$ cat config.mk
export PLATFORM = sky130hd
export DESIGN_NAME = cs_conn_ctrl
export DESIGN_NICKNAME = d
export VERILOG_FILES = /design/src/rtl/cs_conn_pkg.sv /design/src/rtl/cs_ack_timer.sv /design/src/rtl/cs_beat_cnt.sv /design/src/rtl/cs_word_fmt.sv /design/src/rtl/cs_conn_ctrl.sv
export SDC_FILE = /design/constraint.sdc
export NUM_CORES = 1
export LEC_CHECK = 0
export BUFFER_PORTS_ARGS = -buffer_cell sky130_fd_sc_hd__buf_2
export CAP_MARGIN = 0
export CORE_MARGIN = 2
export CORE_UTILIZATION = 45
export DETAILED_ROUTE_END_ITERATION = 8
export MAX_ROUTING_LAYER = met4
export PLACE_DENSITY = 0.73
export SLEW_MARGIN = 0
export SYNTH_ARGS = -nofsm -noshare
export SYNTH_HDL_FRONTEND = slang
export SYNTH_SLANG_ARGS = --single-unit
$ cat constraint.sdc
create_clock -name clk_i -period 8.68 [get_ports clk_i]
set_input_delay 0.434 -clock clk_i [delete_from_list [all_inputs] [get_ports clk_i]]
set_output_delay 0.434 -clock clk_i [all_outputs]
set_load 0.02 [all_outputs]
$ cat src/rtl/cs_conn_pkg.sv
package cs_conn_pkg;
  typedef enum logic [2:0] {
    ST_IDLE, ST_SETUP, ST_WAIT_ACK, ST_DATA, ST_TEARDOWN
  } cs_state_e;

  typedef enum logic [1:0] {
    WT_NONE = 2'b00,
    WT_HDR  = 2'b01,
    WT_DATA = 2'b10,
    WT_TEAR = 2'b11
  } cs_wtype_e;
endpackage

$ cat src/rtl/cs_ack_timer.sv
module cs_ack_timer #(
  parameter int TO_W = 8
) (
  input  logic            clk_i,
  input  logic            rst_ni,
  input  logic            run_i,
  input  logic [TO_W-1:0] limit_i,
  output logic            expire_o
);
  logic [TO_W-1:0] cnt_q;
  logic [TO_W:0]   cnt_inc;

  assign cnt_inc  = {1'b0, cnt_q} + 1'b1;
  // limit 0 behaves like 1
  assign expire_o = run_i && (cnt_inc >= {1'b0, limit_i});

  always_ff @(posedge clk_i or negedge rst_ni) begin
    if (!rst_ni)                 cnt_q <= '0;
    else if (!run_i)             cnt_q <= '0;
    else if (!expire_o)          cnt_q <= cnt_q + 1'b1;
  end
endmodule

$ cat src/rtl/cs_beat_cnt.sv
module cs_beat_cnt #(
  parameter int LEN_W = 8
) (
  input  logic             clk_i,
  input  logic             rst_ni,
  input  logic             load_i,
  input  logic [LEN_W-1:0] len_i,
  input  logic             dec_i,
  output logic             zero_o,
  output logic             last_o
);
  logic [LEN_W-1:0] rem_q;

  assign zero_o = (rem_q == '0);
  assign last_o = (rem_q == LEN_W'(1));

  always_ff @(posedge clk_i or negedge rst_ni) begin
    if (!rst_ni)                 rem_q <= '0;
    else if (load_i)             rem_q <= len_i;
    else if (dec_i && !zero_o)   rem_q <= rem_q - 1'b1;
  end
endmodule

$ cat src/rtl/cs_word_fmt.sv
module cs_word_fmt
  import cs_conn_pkg::*;
#(
  parameter int DEST_W = 4,
  parameter int DATA_W = 16
) (
  input  cs_wtype_e         sel_i,
  input  logic [DEST_W-1:0] dest_i,
  input  logic [DATA_W-1:0] data_i,
  output logic [DATA_W+1:0] word_o
);
  localparam int PAD_W = DATA_W - DEST_W;

  logic [DATA_W-1:0] hdr_body;

  generate
    if (PAD_W > 0) begin : g_pad
      assign hdr_body = {{PAD_W{1'b0}}, dest_i};
    end else begin : g_nopad
      assign hdr_body = dest_i[DATA_W-1:0];
    end
  endgenerate

  always_comb begin
    unique case (sel_i)
      WT_HDR:  word_o = {WT_HDR, hdr_body};
      WT_DATA: word_o = {WT_DATA, data_i};
      WT_TEAR: word_o = {WT_TEAR, {DATA_W{1'b0}}};
      default: word_o = '0;
    endcase
  end
endmodule

$ cat src/rtl/cs_conn_ctrl.sv
module cs_conn_ctrl
  import cs_conn_pkg::*;
#(
  parameter int DEST_W = 4,
  parameter int DATA_W = 16,
  parameter int LEN_W  = 8,
  parameter int TO_W   = 8
) (
  input  logic              clk_i,
  input  logic              rst_ni,
  input  logic              req_valid_i,
  output logic              req_ready_o,
  input  logic [DEST_W-1:0] req_dest_i,
  input  logic [LEN_W-1:0]  req_len_i,
  input  logic              pay_valid_i,
  input  logic [DATA_W-1:0] pay_data_i,
  output logic              pay_ready_o,
  output logic              net_valid_o,
  input  logic              net_ready_i,
  output logic [DATA_W+1:0] net_word_o,
  input  logic              ack_i,
  input  logic [TO_W-1:0]   ack_to_i,
  output logic              err_o
);
  cs_state_e         state_q, state_d;
  logic [DEST_W-1:0] dest_q;
  logic              err_q;
  logic              accept, beat, expire, len_zero, len_last;
  cs_wtype_e         sel;

  assign accept = (state_q == ST_IDLE) && req_valid_i;
  assign beat   = (state_q == ST_DATA) && pay_valid_i && net_ready_i;

  cs_ack_timer #(.TO_W(TO_W)) u_timer (
    .clk_i    (clk_i),
    .rst_ni   (rst_ni),
    .run_i    (state_q == ST_WAIT_ACK),
    .limit_i  (ack_to_i),
    .expire_o (expire)
  );

  cs_beat_cnt #(.LEN_W(LEN_W)) u_beats (
    .clk_i  (clk_i),
    .rst_ni (rst_ni),
    .load_i (accept),
    .len_i  (req_len_i),
    .dec_i  (beat),
    .zero_o (len_zero),
    .last_o (len_last)
  );

  always_comb begin
    state_d = state_q;
    unique case (state_q)
      ST_IDLE:     if (req_valid_i) state_d = ST_SETUP;
      ST_SETUP:    if (net_ready_i) state_d = ST_WAIT_ACK;
      ST_WAIT_ACK: begin
        if (ack_i)       state_d = len_zero ? ST_TEARDOWN : ST_DATA;
        else if (expire) state_d = ST_IDLE;
      end
      ST_DATA:     if (beat && len_last) state_d = ST_TEARDOWN;
      ST_TEARDOWN: if (net_ready_i) state_d = ST_IDLE;
      default:     state_d = ST_IDLE;
    endcase
  end

  always_ff @(posedge clk_i or negedge rst_ni) begin
    if (!rst_ni) begin
      state_q <= ST_IDLE;
      dest_q  <= '0;
      err_q   <= 1'b0;
    end else begin
      state_q <= state_d;
      err_q   <= (state_q == ST_WAIT_ACK) && !ack_i && expire;
      if (accept) dest_q <= req_dest_i;
    end
  end

  always_comb begin
    sel         = WT_NONE;
    net_valid_o = 1'b0;
    unique case (state_q)
      ST_SETUP:    begin sel = WT_HDR;  net_valid_o = 1'b1;        end
      ST_DATA:     begin sel = WT_DATA; net_valid_o = pay_valid_i; end
      ST_TEARDOWN: begin sel = WT_TEAR; net_valid_o = 1'b1;        end
      default:     ;
    endcase
  end

  cs_word_fmt #(.DEST_W(DEST_W), .DATA_W(DATA_W)) u_fmt (
    .sel_i  (sel),
    .dest_i (dest_q),
    .data_i (pay_data_i),
    .word_o (net_word_o)
  );

  assign req_ready_o = (state_q == ST_IDLE);
  assign pay_ready_o = (state_q == ST_DATA) && net_ready_i;
  assign err_o       = err_q;
endmodule

After elaboration in Yosys (flattened, before gate mapping)
Index checks and enable logic that the tools add are counted.
- muxes and demuxes: 15
- order comparisons: 1
- equality and inequality tests: 14
- reduce and logical (&&, ||, !) cells: 16
- add/subtract/negate cells: 3
- operators by type and width (operator ; count):
    $pmux W18 S3 ; 1
    $mux W8 ; 4
    $mux W3 ; 7
    $pmux W3 S5 ; 1
    $ne A2 B2 Y1 const B ; 5
    $add A8 B1 Y9 const B ; 1
    $ge A9 B8 Y1 ; 1
    $logic_and A1 B1 Y1 ; 9
    $add A8 B1 Y8 const B ; 1
    $eq A8 B1 Y1 const B ; 1
    $logic_not A8 Y1 ; 1
    $sub A8 B1 Y8 const B ; 1
    $eq A3 B2 Y1 const B ; 2
    $pmux W2 S3 ; 1
    $reduce_and A5 Y1 ; 1
    $eq A2 B2 Y1 const B ; 2
    $eq A3 B1 Y1 const B ; 1
    $eq A3 B3 Y1 const B ; 1
    $logic_not A3 Y1 ; 1
    $ne A3 B3 Y1 const B ; 1
    $eq A2 B1 Y1 const B ; 1
    $logic_not A1 Y1 ; 2
    $pmux W1 S2 ; 1
    $reduce_bool A2 Y1 ; 1
    $reduce_or A2 Y1 ; 1
- output and inout port bits: 22
- input port bits: 42
- flip-flop bits (word level): 24
- word-level logic and storage cells: 54

Logic depth before layout (Yosys ltp)
Gate-level depths: netlist of run 1.
- depth after elaboration: 6
- depth in mapped cells: 11
- gate-level depth less buffers: 10

Cells and area by module
Synthesis of run 1 repeated with hierarchy kept, for this count alone.
- cell total of the unflattened synthesis: 208
- area total of the unflattened synthesis: 1939.4 sq um
- by module, submodules not included (module ; times used ; area each (sq um) ; cells an instance ; sequential area each (sq um)):
    cs_ack_timer ; 1 ; 716.9 ; 79 ; 200.2
    cs_beat_cnt ; 1 ; 565.5 ; 61 ; 200.2
    cs_conn_ctrl ; 1 ; 489.2 ; 47 ; 200.2
    cs_word_fmt ; 1 ; 167.7 ; 21 ; 0.0

Worst setup path before layout of run 1
No wires, ideal clock.
- path type: register to register
- start point: register u_timer.cnt_q[0]
- end point: register u_timer.cnt_q[6]
- setup time: 120 ps
- cell stages (with the launch flop): 12
- data arrival time: 2680 ps
- path buffers: 1
- clock period less this slack: 2801 ps
- required time: 8560 ps
- setup slack: 5879 ps
- cell sequence: dfrtp_1 -> and3_1 -> and3_1 -> and3_1 -> xor2_1 -> ha_1 -> and3_1 -> and3_1 -> a21oi_1 -> buf_2 -> a31oi_1 -> a41o_1
- word-level cells in the longest chain between the ends: 4
- elaborated cells between the ends (all ways): 7
- classes of those cells: add/sub (2); order compare (1); eq/ne (1); mux (2); reduce/logical (1)
- RTL lines (item ; RTL line ; RTL):
    from (decl) ; cs_ack_timer.sv:10 ; logic [TO_W-1:0] cnt_q;
    from (signal assigned) ; cs_ack_timer.sv:20 ; else if (!expire_o) cnt_q <= cnt_q + 1'b1;
    $add A8 B1 Y9 ; cs_ack_timer.sv:13 ; assign cnt_inc = {1'b0, cnt_q} + 1'b1;
    $ge A9 B8 Y1 ; cs_ack_timer.sv:15 ; assign expire_o = run_i && (cnt_inc >= {1'b0, limit_i});
    $logic_and A1 B1 Y1 ; cs_ack_timer.sv:15 ;
    $ne A2 B2 Y1 (no source line) ; n/a ;
Parallel ways exist; a longest one is shown, timed or not. The select of a mux whose other input is x is not followed.
A chain may end at the register's enable or synchronous reset.

Worst setup path after layout of run 1
- start point: register u_timer.cnt_q[2]
- end point: register state_q[2]
- word-level cells in the longest chain between the ends: 5
- RTL lines (item ; RTL line ; RTL):
    $add A8 B1 Y9 ; cs_ack_timer.sv:13 ;
    $ge A9 B8 Y1 ; cs_ack_timer.sv:15 ;
    $logic_and A1 B1 Y1 ; cs_ack_timer.sv:15 ;
    $ne A3 B3 Y1 (no source line) ; n/a ;
    $reduce_and A5 Y1 (no source line) ; n/a ;
    to (signal assigned) ; cs_conn_ctrl.sv:73 ; state_q <= state_d;
    to (decl) ; cs_conn_ctrl.sv:25 ; cs_state_e state_q, state_d;
No other way between the ends.

==> results of run 1 <==
==> layout make-up <==
cell class / count / share of cell area
clock buffer: 4 / 0.0247
sequential: 24 / 0.269
inverter: 13 / 0.0219
tap: 50 / 0.0280
multi-input combinational: 162 / 0.515
timing repair buffer: 63 / 0.141
==> placed cells by master, fill, tap and decap left out, types with 2 or more instances in the layout <==
| cell | Yosys | final |
|---|---|---|
| and3_1 | 5 | 5 |
| a31oi_1 | 7 | 7 |
| xor2_1 | 10 | 10 |
| nor2_1 | 15 | 15 |
| clkbuf_8 | 0 | 4 |
| a41o_1 | 5 | 5 |
| nand2_1 | 23 | 23 |
| or3_1 | 2 | 2 |
| mux2i_1 | 5 | 5 |
| buf_2 | 2 | 63 |
| a21o_1 | 2 | 2 |
| a21oi_1 | 6 | 6 |
| and2_1 | 16 | 16 |
| nor3_1 | 2 | 2 |
| dfrtp_1 | 24 | 24 |
| o21ai_1 | 2 | 2 |
| nand3b_1 | 2 | 2 |
| xnor2_1 | 3 | 3 |
| o21ai_0 | 11 | 11 |
| ha_1 | 11 | 11 |
| inv_1 | 13 | 13 |
| mux2_2 | 5 | 5 |
| nand2b_1 | 3 | 3 |
| nand3_1 | 7 | 7 |
==> logic make-up after synthesis <==
kind of cell,Yosys count
simple gates,83
compound gates,44
flops,24
buf+inv,22
xor+xnor,13
mux,11
fa+ha+maj,11
==> critical path, cell delays in order (launching register included) <==
cell and delay [ns]:
dfrtp_1 0.42, and3_1 0.26, and3_1 0.25, and3_1 0.23, xor2_1 0.16, ha_1 0.25
and3_1 0.16, and3_1 0.19, a21oi_1 0.93, a31oi_4 0.19, mux2_4 0.34
==> per-stage QoR <==
stage	instance area [um2]	instances	hold slack (ns)
after floorplan	1830	208	0.138
after global placement	2180	312	0.452
after detailed placement	2180	312	0.454
after CTS	2230	316	0.151
after global routing	2230	316	0.176
final	2230	316	0.133
==> worst max path at each step <==
stage	from	to	depth (start not counted)
after floorplan	u_timer.cnt_q[0]	u_timer.cnt_q[6]	11
after global placement	u_timer.cnt_q[2]	state_q[2]	10
after detailed placement	u_timer.cnt_q[0]	state_q[2]	10
after CTS	u_timer.cnt_q[2]	state_q[2]	10
after global routing	u_timer.cnt_q[2]	state_q[2]	10
final	u_timer.cnt_q[2]	state_q[2]	10
==> report_power, final <==
part | switching [mW] | internal (mW)
Clock | 0.0381 | 0.0406
Sequential | 0.0491 | 0.148
Combinational | 0.166 | 0.126
Total | 0.253 | 0.315
==> per-layer routing <==
| metal | global-route usage | vias up | share of wire |
|---|---|---|---|
| met5 | - | - | 0 |
| met4 | 0.0525 | 0 | 0.012 |
| met3 | 0.0197 | 4 | 0.037 |
| met2 | 0.289 | 31 | 0.47 |
| met1 | 0.270 | 775 | 0.48 |
| li1 | - | 843 | - |
==> state kept, by name, indices dropped and copies added (netlist names) <==
name	flops
err_o	1
u_timer.cnt_q	8
state_q	3
u_beats.rem_q	8
dest_q	4
==> cell usage after synthesis (all sizes together), types with 3 or more instances <==
cell	count	area share
ha	11	0.075
buf	3	0.0075
mux2i	5	0.027
mux2	6	0.039
nand2	23	0.047
o21ai	14	0.040
nor2	16	0.034
dfrtp	24	0.33
a41o	5	0.027
and2	16	0.055
nand2b	3	0.010
xor2	10	0.048
and3	5	0.017
xnor2	3	0.014
nand3	7	0.019
a21oi	6	0.016
inv	13	0.027
clkbuf	6	0.012
a31oi	8	0.035
==> qor.yml, run 1 <==
first_iter_violations: 106
totalNegativeSetupSlack_ns: 0
antenna_found_initial: 0
cts_htree_levels: 1
synth_cells: 208
fillers: 372
grt_max_degree: 25
yosysSeqAreaShare: 0.327
post-route-period-util: 0.404
synth_compound_area_frac: 0.186
maxCapViolCount: 0
cts_hold_buffers: 0
hpwl_um: 3040
row_count: 23
r2r-end: "state_q[2]"
post_cts_buffers: 0
drive_above_1_share: 0.308
final_hold_viol_count: 0
finalSetupViolCount: 0
ant_nets: 0
crit_required_ns: 8.84
insertion_delay_ns: 0.27
r2r_start: "u_timer.cnt_q[2]"
io_buffer_count: 63
cts_tree: "built"
clock-sinks: 24
gp_congestion: 0.809
avgRoutedWirePerCell_um: 12.3
r2r_cells: 10
synth_top_family_by_area: "simple AND/OR/NAND/NOR gates"
synthAdderAreaFrac: 0.0750
regArea_um2: 601
worst_pin_slew_ns: 1.19
yosys.area_share.xor_xnor: 0.0621
multi_input_area_um2: 1150
fmax_mhz: 285
critPathMaxFanout: 14
synth-edff-count: 0
fp.dieW_um: 67.8
r2r_slack_ns: 5.17
p_per_area_nw_per_um2: 254
clockBufferDepth: 2
cp_data_arrival_time_ns: 3.67
syn_area_per_cell_um2: 8.82
first_pass_iters: 4
pre_cts_ws_ns: 5.19
drc: 0
nets: 320
synth_ff_type: "dfrtp_1"
areaGrowthSynthToFinish_pct: 21.6
total_power_mw: 0.567
rsz0062_at_grt: "false"
cts_made_buffers: 3
dieArea_um2: 4600
ys_ff_latch: 24
crit_type: "flip-flop to flip-flop"
synth_fp_nets: 261
outcome: "finished clean"
muxShareOfSynthArea: 0.0662
syn_area_um2: 1830
grt_pass1_vias: 1486
vias: 1653
start_kind: "flip-flop"
synthSimpleGateAreaFrac: 0.237
drv_slew: 0
io_pins: 64
p_leak_nw: 1.22
clkSlewWorstSetupHoldPaths_ns: 0.09
diodes: 0
peakVddDrop_mv: 0.145
overflow: 0
grt_first_pass_wirelength_um: 6630
core_um2: 3970
cts_resized: 0
start_util: 0.462
synthArstFlopShare: 1.00
skew_ns: 0.00416
grtUsageTotal: 0.190
relSlewSlack: 0.207
yosysWarningCount: 0
ys_types: 45
via_per_inst: 5.23
chipHeight_um: 67.8
clockRootBuffer: "clkbuf_8"
fin_ws_ns: 5.17
critPathCaptureType: "flip-flop"
utilization: 0.562
hold_class: "input pin to async pin"
drt_wl_total_um: 3880
fin_crit_ns: 3.51
(Power assumes the default switching activity.)
==> inputs of run 2 (changes only) <==
==> constraint.sdc (replaced) <==
create_clock -name clk_i -period 3.7 [get_ports clk_i]
set_input_delay 0.185 -clock clk_i [delete_from_list [all_inputs] [get_ports clk_i]]
set_output_delay 0.185 -clock clk_i [all_outputs]
set_load 0.02 [all_outputs]
==> run 2 against run 1 <==
  * Sequential share of layout area down 0.14 points
  * Power grew 130%
  * Register-to-register slack got worse by 4.3 ns
  * Utilization is 0.28 points higher
  * Global-route usage is 0.25 points lower
  * Worst setup slack worse by 4.3 ns
  * Fmax rose by 23%
  * Count of clock-buffer cells in the layout is 1 lower
  * Clock skew shrank 0.0025 ns
  * Critical endpoint unchanged
==> qor.yml, run 2 (synthesis results as in run 1) <==
holdPathEnd: "u_beats.rem_q[0]"
mostFrequentLayoutCells: "buf_2 (63), dfrtp_1 (24), nand2_1 (23)"
fin_crit_ns: 2.84  # -0.665 ns
nets: 323  # +0.94%
worst_pin_slew_ns: 1.00  # -0.189 ns
finalSetupViolCount: 0  # unchanged
post_cts_buffers: 0  # unchanged
areaGrowthSynthToFinish_pct: 22.2
p_per_area_nw_per_um2: 581  # +130%
crit_type: "flip-flop to flip-flop"
min_from: "req_len_i[0]"
core_um2: 3970  # unchanged
drive_above_1_share: 0.310  # +0.00143
r2r-end: "state_q[2]"
reg_top3: "u_beats.rem_q: 8 flops, u_timer.cnt_q: 8 flops, dest_q: 4 flops"
rsz0062_at_grt: "false"
chipHeight_um: 67.8  # unchanged
maxCapViolCount: 0  # unchanged
start_util: 0.462  # unchanged
hold-path-cell-count: 3
final_area_um2: 2240  # +0.50%
clock-sinks: 24  # unchanged
avgRoutedWirePerCell_um: 12.1  # -1.6%
final_common_cell: "buf_2"
pre_cts_ws_ns: 0.891  # -4.30 ns
r2r_start: "u_timer.cnt_q[0]"
drc: 0  # unchanged
overflow: 0  # unchanged
hold-worst-slack_ns: 0.111  # -0.0217 ns
grt_pass1_vias: 1474  # -0.81%
clockRootBuffer: "clkbuf_8"
fin_ws_ns: 0.857  # -4.32 ns
grtUsageTotal: 0.187  # -0.00250
dpl-instance-area_um2: 2190  # +0.69%
total_power_mw: 1.30  # +130%
drv_slew: 0  # unchanged
relSlewSlack: 0.328  # +0.121
hpwl_um: 3010  # -0.99%
dieArea_um2: 4600  # unchanged
antenna_found_initial: 0  # unchanged
cts_htree_levels: 1  # unchanged
row_count: 23  # unchanged
critPathCaptureType: "flip-flop"
grt_max_degree: 25  # unchanged
io_pins: 64  # unchanged
fp.dieW_um: 67.8  # unchanged
io_buffer_count: 63  # unchanged
clockBufferDepth: 2  # unchanged
peakVddDrop_mv: 0.350  # +140%
first_pass_iters: 4  # unchanged
skew_ns: 0.00166  # -0.00250 ns
cts_tree: "built"
first_iter_violations: 70  # -34%
drt_wl_total_um: 3840  # -0.95%
ant_nets: 0  # unchanged
via_per_inst: 5.14  # -1.8%
critPathMaxFanout: 14  # unchanged
cp_data_arrival_time_ns: 3.00  # -0.67 ns
post-route-period-util: 0.768  # +0.364
start_kind: "flip-flop"
gp_congestion: 0.829  # +2.5%
cts_made_buffers: 3  # unchanged
diodes: 0  # unchanged
crit_required_ns: 3.86  # -4.98 ns
vias: 1633  # -1.2%
fmax_mhz: 352  # +23%
outcome: "finished clean"
fillers: 390  # +4.8%
insertion_delay_ns: 0.27  # about the same
final_hold_viol_count: 0  # unchanged
totalNegativeSetupSlack_ns: 0  # unchanged
grt_first_pass_wirelength_um: 6550  # -1.2%
hold_class: "input pin to flip-flop"
r2r_cells: 11  # +1
clkSlewWorstSetupHoldPaths_ns: 0.08  # about the same
r2r_slack_ns: 0.86  # -4.32 ns
p_leak_nw: 1.22  # +0.44%
[run 2: changes by cell type in the layout (fill, tap and decap cells not counted), sizes merged]
cell and change:
dlygate4sd3 +1, clkbuf -1, buf +2
[run 2: through the flow]
| step | cells | utilization |
|---|---|---|
| after floorplan | 208 | - |
| after global placement | 314 | 0.552 |
| after detailed placement | 314 | 0.552 |
| after CTS | 318 | 0.565 |
| after global routing | 318 | 0.565 |
| final | 318 | 0.565 |
[run 2: how the worst max path moves through the flow]
stage,start,end,slack [ns],depth (start not counted)
after floorplan,u_timer.cnt_q[0],u_timer.cnt_q[6],0.90,11
after global placement,u_timer.cnt_q[0],state_q[2],0.94,11
after detailed placement,u_timer.cnt_q[0],state_q[2],0.89,11
after CTS,u_timer.cnt_q[0],state_q[2],0.87,11
after global routing,u_timer.cnt_q[0],state_q[2],0.69,11
final,u_timer.cnt_q[0],state_q[2],0.86,11
[run 2: final cells by class]
| cell class | count | area [um2] | share of cell area |
|---|---|---|---|
| multi-input cells | 162 | 1150 | 0.512 |
| flip-flops and latches | 24 | 601 | 0.268 |
| repair buffers | 66 | 340 | 0.152 |
| well taps | 50 | 62.6 | 0.0279 |
| inverters | 13 | 48.8 | 0.0218 |
| clock buffers | 3 | 41.3 | 0.0184 |
[run 2: timing repair]
action	CTS	global route
hold endpoints to repair	24	0
hold buffers	1	0
gates resized for setup	0	0
[run 2: critical path, cell delays in order (launching register included)]
cell and delay, ns:
dfrtp_1 0.42, and3_1 0.26, and3_1 0.26, and3_1 0.24
xor2_1 0.16, ha_1 0.25, and3_1 0.16, and3_1 0.19
a21oi_1 0.14, buf_4 0.22, a31oi_4 0.12, mux2_4 0.30
[run 2: power breakdown]
part / total, mW / internal (mW) / switching (mW)
Combinational: 0.682 / 0.295 / 0.387
Clock: 0.157 / 0.0729 / 0.0838
Sequential: 0.464 / 0.348 / 0.115
[run 2: metal layers]
layer	GRT usage	routed length (um)	vias to the layer above
met5	-	0	-
met4	0.0525	55	0
met3	0.0164	125	5
met2	0.289	1790	32
met1	0.265	1870	742
li1	-	-	854
==> inputs of run 3 (changes only) <==
--- a/config.mk
+++ b/config.mk
@@ -5,13 +5,14 @@
 export SDC_FILE = /design/constraint.sdc
 export NUM_CORES = 1
 export LEC_CHECK = 0
+export ABC_AREA = 1
 export BUFFER_PORTS_ARGS = -buffer_cell sky130_fd_sc_hd__buf_2
 export CAP_MARGIN = 0
 export CORE_MARGIN = 2
 export CORE_UTILIZATION = 45
 export DETAILED_ROUTE_END_ITERATION = 8
 export MAX_ROUTING_LAYER = met4
-export PLACE_DENSITY = 0.73
+export PLACE_DENSITY = 0.74
 export SLEW_MARGIN = 0
 export SYNTH_ARGS = -nofsm -noshare
 export SYNTH_HDL_FRONTEND = slang
==> constraint.sdc (replaced) <==
create_clock -name clk_i -period 2.8 [get_ports clk_i]
set_input_delay 0.14 -clock clk_i [delete_from_list [all_inputs] [get_ports clk_i]]
set_output_delay 0.14 -clock clk_i [all_outputs]
set_load 0.02 [all_outputs]
==> run 3 against run 2 <==
  * Fmax increased by 29%
  * First-iteration DRC count rose by 5.7%
  * Register-to-register slack worse by 0.25 ns
  * Global-route usage shrank 0.86 points
  * Non-clock buffer count is 2 lower
  * Via count rose by 7.9%
  * Sequential power grew 17%
  * Worst setup slack got worse by 0.25 ns
==> qor.yml, run 3 <==
outcome: "finished clean"
synth_area_leaders: "dfrtp_1 (35%), nand2_1 (13%), inv_1 (8.9%), ha_1 (7.9%), nand3_1 (7.5%)"
maxCapViolCount: 0  # unchanged
chipHeight_um: 66.1  # -2.6%
first_iter_violations: 74  # +5.7%
grtUsageTotal: 0.179  # -0.00859
synth_most_common_cell: "nand2_1"
drt_wl_total_um: 3790  # -1.3%
cts_resized: 0  # unchanged
final_common_cell: "buf_2"
ys_ff_latch: 24  # unchanged
yosysSeqAreaShare: 0.346  # +0.0189
worst_pin_slew_ns: 0.525  # -0.475 ns
io_buffer_count: 63  # unchanged
avgRoutedWirePerCell_um: 10.7  # -11%
clockRootBuffer: "clkbuf_8"
synth_common_cells: "nand2_1 (58), inv_1 (41), nand3_1 (26)"
grt_first_pass_wirelength_um: 6000  # -8.3%
overflow: 0  # unchanged
drc: 0  # unchanged
post_cts_buffers: 0  # unchanged
fillers: 365  # -6.4%
drive_above_1_share: 0.256  # -0.0540
clock-sinks: 24  # unchanged
totalNegativeSetupSlack_ns: 0  # unchanged
p_leak_nw: 1.32  # +7.8%
mostFrequentLayoutCells: "buf_2 (63), nand2_1 (58), inv_1 (41)"
areaGrowthSynthToFinish_pct: 24.3
yosysWarningCount: 0  # unchanged
synth_cells: 241  # +16%
rsz0062_at_grt: "false"
synth-edff-count: 0  # unchanged
cts_htree_levels: 1  # unchanged
dieArea_um2: 4370  # -5.1%
fmax_mhz: 455  # +29%
nets: 359  # +11%
fp.dieW_um: 66.1  # -2.6%
ys_types: 29  # -36%
post-route-period-util: 0.784  # +0.0160
core_um2: 3690  # -7.1%
p_per_area_nw_per_um2: 820  # +41%
io_pins: 64  # unchanged
start_util: 0.470  # +0.00827
syn_area_um2: 1730  # -5.5%
synthArstFlopShare: 1.00  # unchanged
ant_nets: 0  # unchanged
cts_made_buffers: 3  # unchanged
grt_max_degree: 25  # unchanged
syn_area_per_cell_um2: 7.20  # -18%
first_pass_iters: 4  # unchanged
grt_pass1_vias: 1447  # -1.8%
hpwl_um: 3020  # +0.29%
synth_ff_type: "dfrtp_1"
diodes: 0  # unchanged
finalSetupViolCount: 0  # unchanged
clkSlewWorstSetupHoldPaths_ns: 0.08  # about the same
critPathCaptureType: "flip-flop"
synth_fp_nets: 294  # +13%
start_kind: "flip-flop"
reg_top3: "u_beats.rem_q: 8 flops, u_timer.cnt_q: 8 flops, dest_q: 4 flops"
cts_tree: "built"
via_per_inst: 4.99  # -2.8%
utilization: 0.584  # +0.0199
hold_class: "input pin to flip-flop"
antenna_found_initial: 0  # unchanged
clockBufferDepth: 2  # unchanged
relSlewSlack: 0.650  # +0.322
crit_type: "flip-flop to flip-flop"
vias: 1762  # +7.9%
hold-worst-slack_ns: 0.0686  # -0.0424 ns
row_count: 22  # -4.3%
final_hold_viol_count: 0  # unchanged
cp_data_arrival_time_ns: 2.34  # -0.66 ns
insertion_delay_ns: 0.26  # about the same
skew_ns: 0.00394  # +0.00228 ns
drv_slew: 0  # unchanged
fin_crit_ns: 2.20  # -0.647 ns
yosysTopAreaCell: "dfrtp_1"
critPathMaxFanout: 8  # -6
synth_top_area_share: 0.346  # +0.0189
peakVddDrop_mv: 0.603  # +72%
cts_hold_buffers: 1  # unchanged
crit_required_ns: 2.94  # -0.92 ns
gp_congestion: 0.861  # +3.9%
==> run 3: cells by family (layout without fill, tap and decap cells) <==
family | Yosys count | in the layout | synth area share
and+or+nand+nor | 120 | 120 | 0.315
buffers and inverters | 48 | 112 | 0.106
AOI/OAI and AO/OA | 30 | 30 | 0.113
DFF | 24 | 24 | 0.346
adders and majority gates | 11 | 11 | 0.0794
xor gates and xnor gates | 8 | 8 | 0.0404
==> run 3: worst paths after layout <==
kind / from / to / slack [ns] / cells past startpoint
min reg2reg: dest_q[0] / dest_q[0] / 0.49 / 2
min in group asynchronous: rst_ni / u_beats.rem_q[6] / 0.38 / 2
max in group asynchronous: rst_ni / u_timer.cnt_q[3] / 2.06 / 2
max: u_timer.cnt_q[0] / u_timer.cnt_q[0] / 0.60 / 13
max reg2reg: u_timer.cnt_q[0] / u_timer.cnt_q[0] / 0.60 / 13
min: req_dest_i[1] / dest_q[1] / 0.07 / 3
==> run 3: cell type report <==
cell class	count	area (um2)	share of cell area
flip-flops and latches	24	601	0.279
repair buffers	64	325	0.151
multi-input cells	169	950	0.441
well taps	48	60.1	0.0279
clock buffers	4	55.1	0.0255
inverters	44	165	0.0766
==> run 3: power by group <==
group	switching [mW]	internal (mW)
Combinational	0.661	0.334
Clock	0.103	0.125
Sequential	0.0851	0.460
==> run 3: through the flow <==
stage,total power [mW],cells,worst slack [ns],area [um2]
CTS,1.79,353,0.585,2160
detailed placement,1.55,348,0.598,2090
floorplan,1.28,241,0.846,1730
global placement,1.53,348,0.652,2090
finish,1.77,353,0.604,2160
global route,1.93,353,0.332,2160
==> run 3: layer usage <==
metal  vias to the layer above  GRT usage  wire [um]  part of all wire
met3                         2     0.0307        306             0.081
met4                         0     0.0306         28            0.0074
met5                         -          -          0                 0
li1                        906          -          -                 -
met1                       790      0.213       1660              0.44
met2                        64      0.321       1800              0.47
==> run 3: critical path: stages (launching register included) <==
cell and delay [ns]:
dfrtp_1 0.41, ha_1 0.21, nand3_1 0.13, nor2_1 0.17, xor2_1 0.20, ha_1 0.27, nand2_1 0.06, inv_1 0.03
nand2_1 0.05, nand2_1 0.04, nand2_1 0.10, nand2_1 0.20, nand3_1 0.12, o21ai_0 0.08
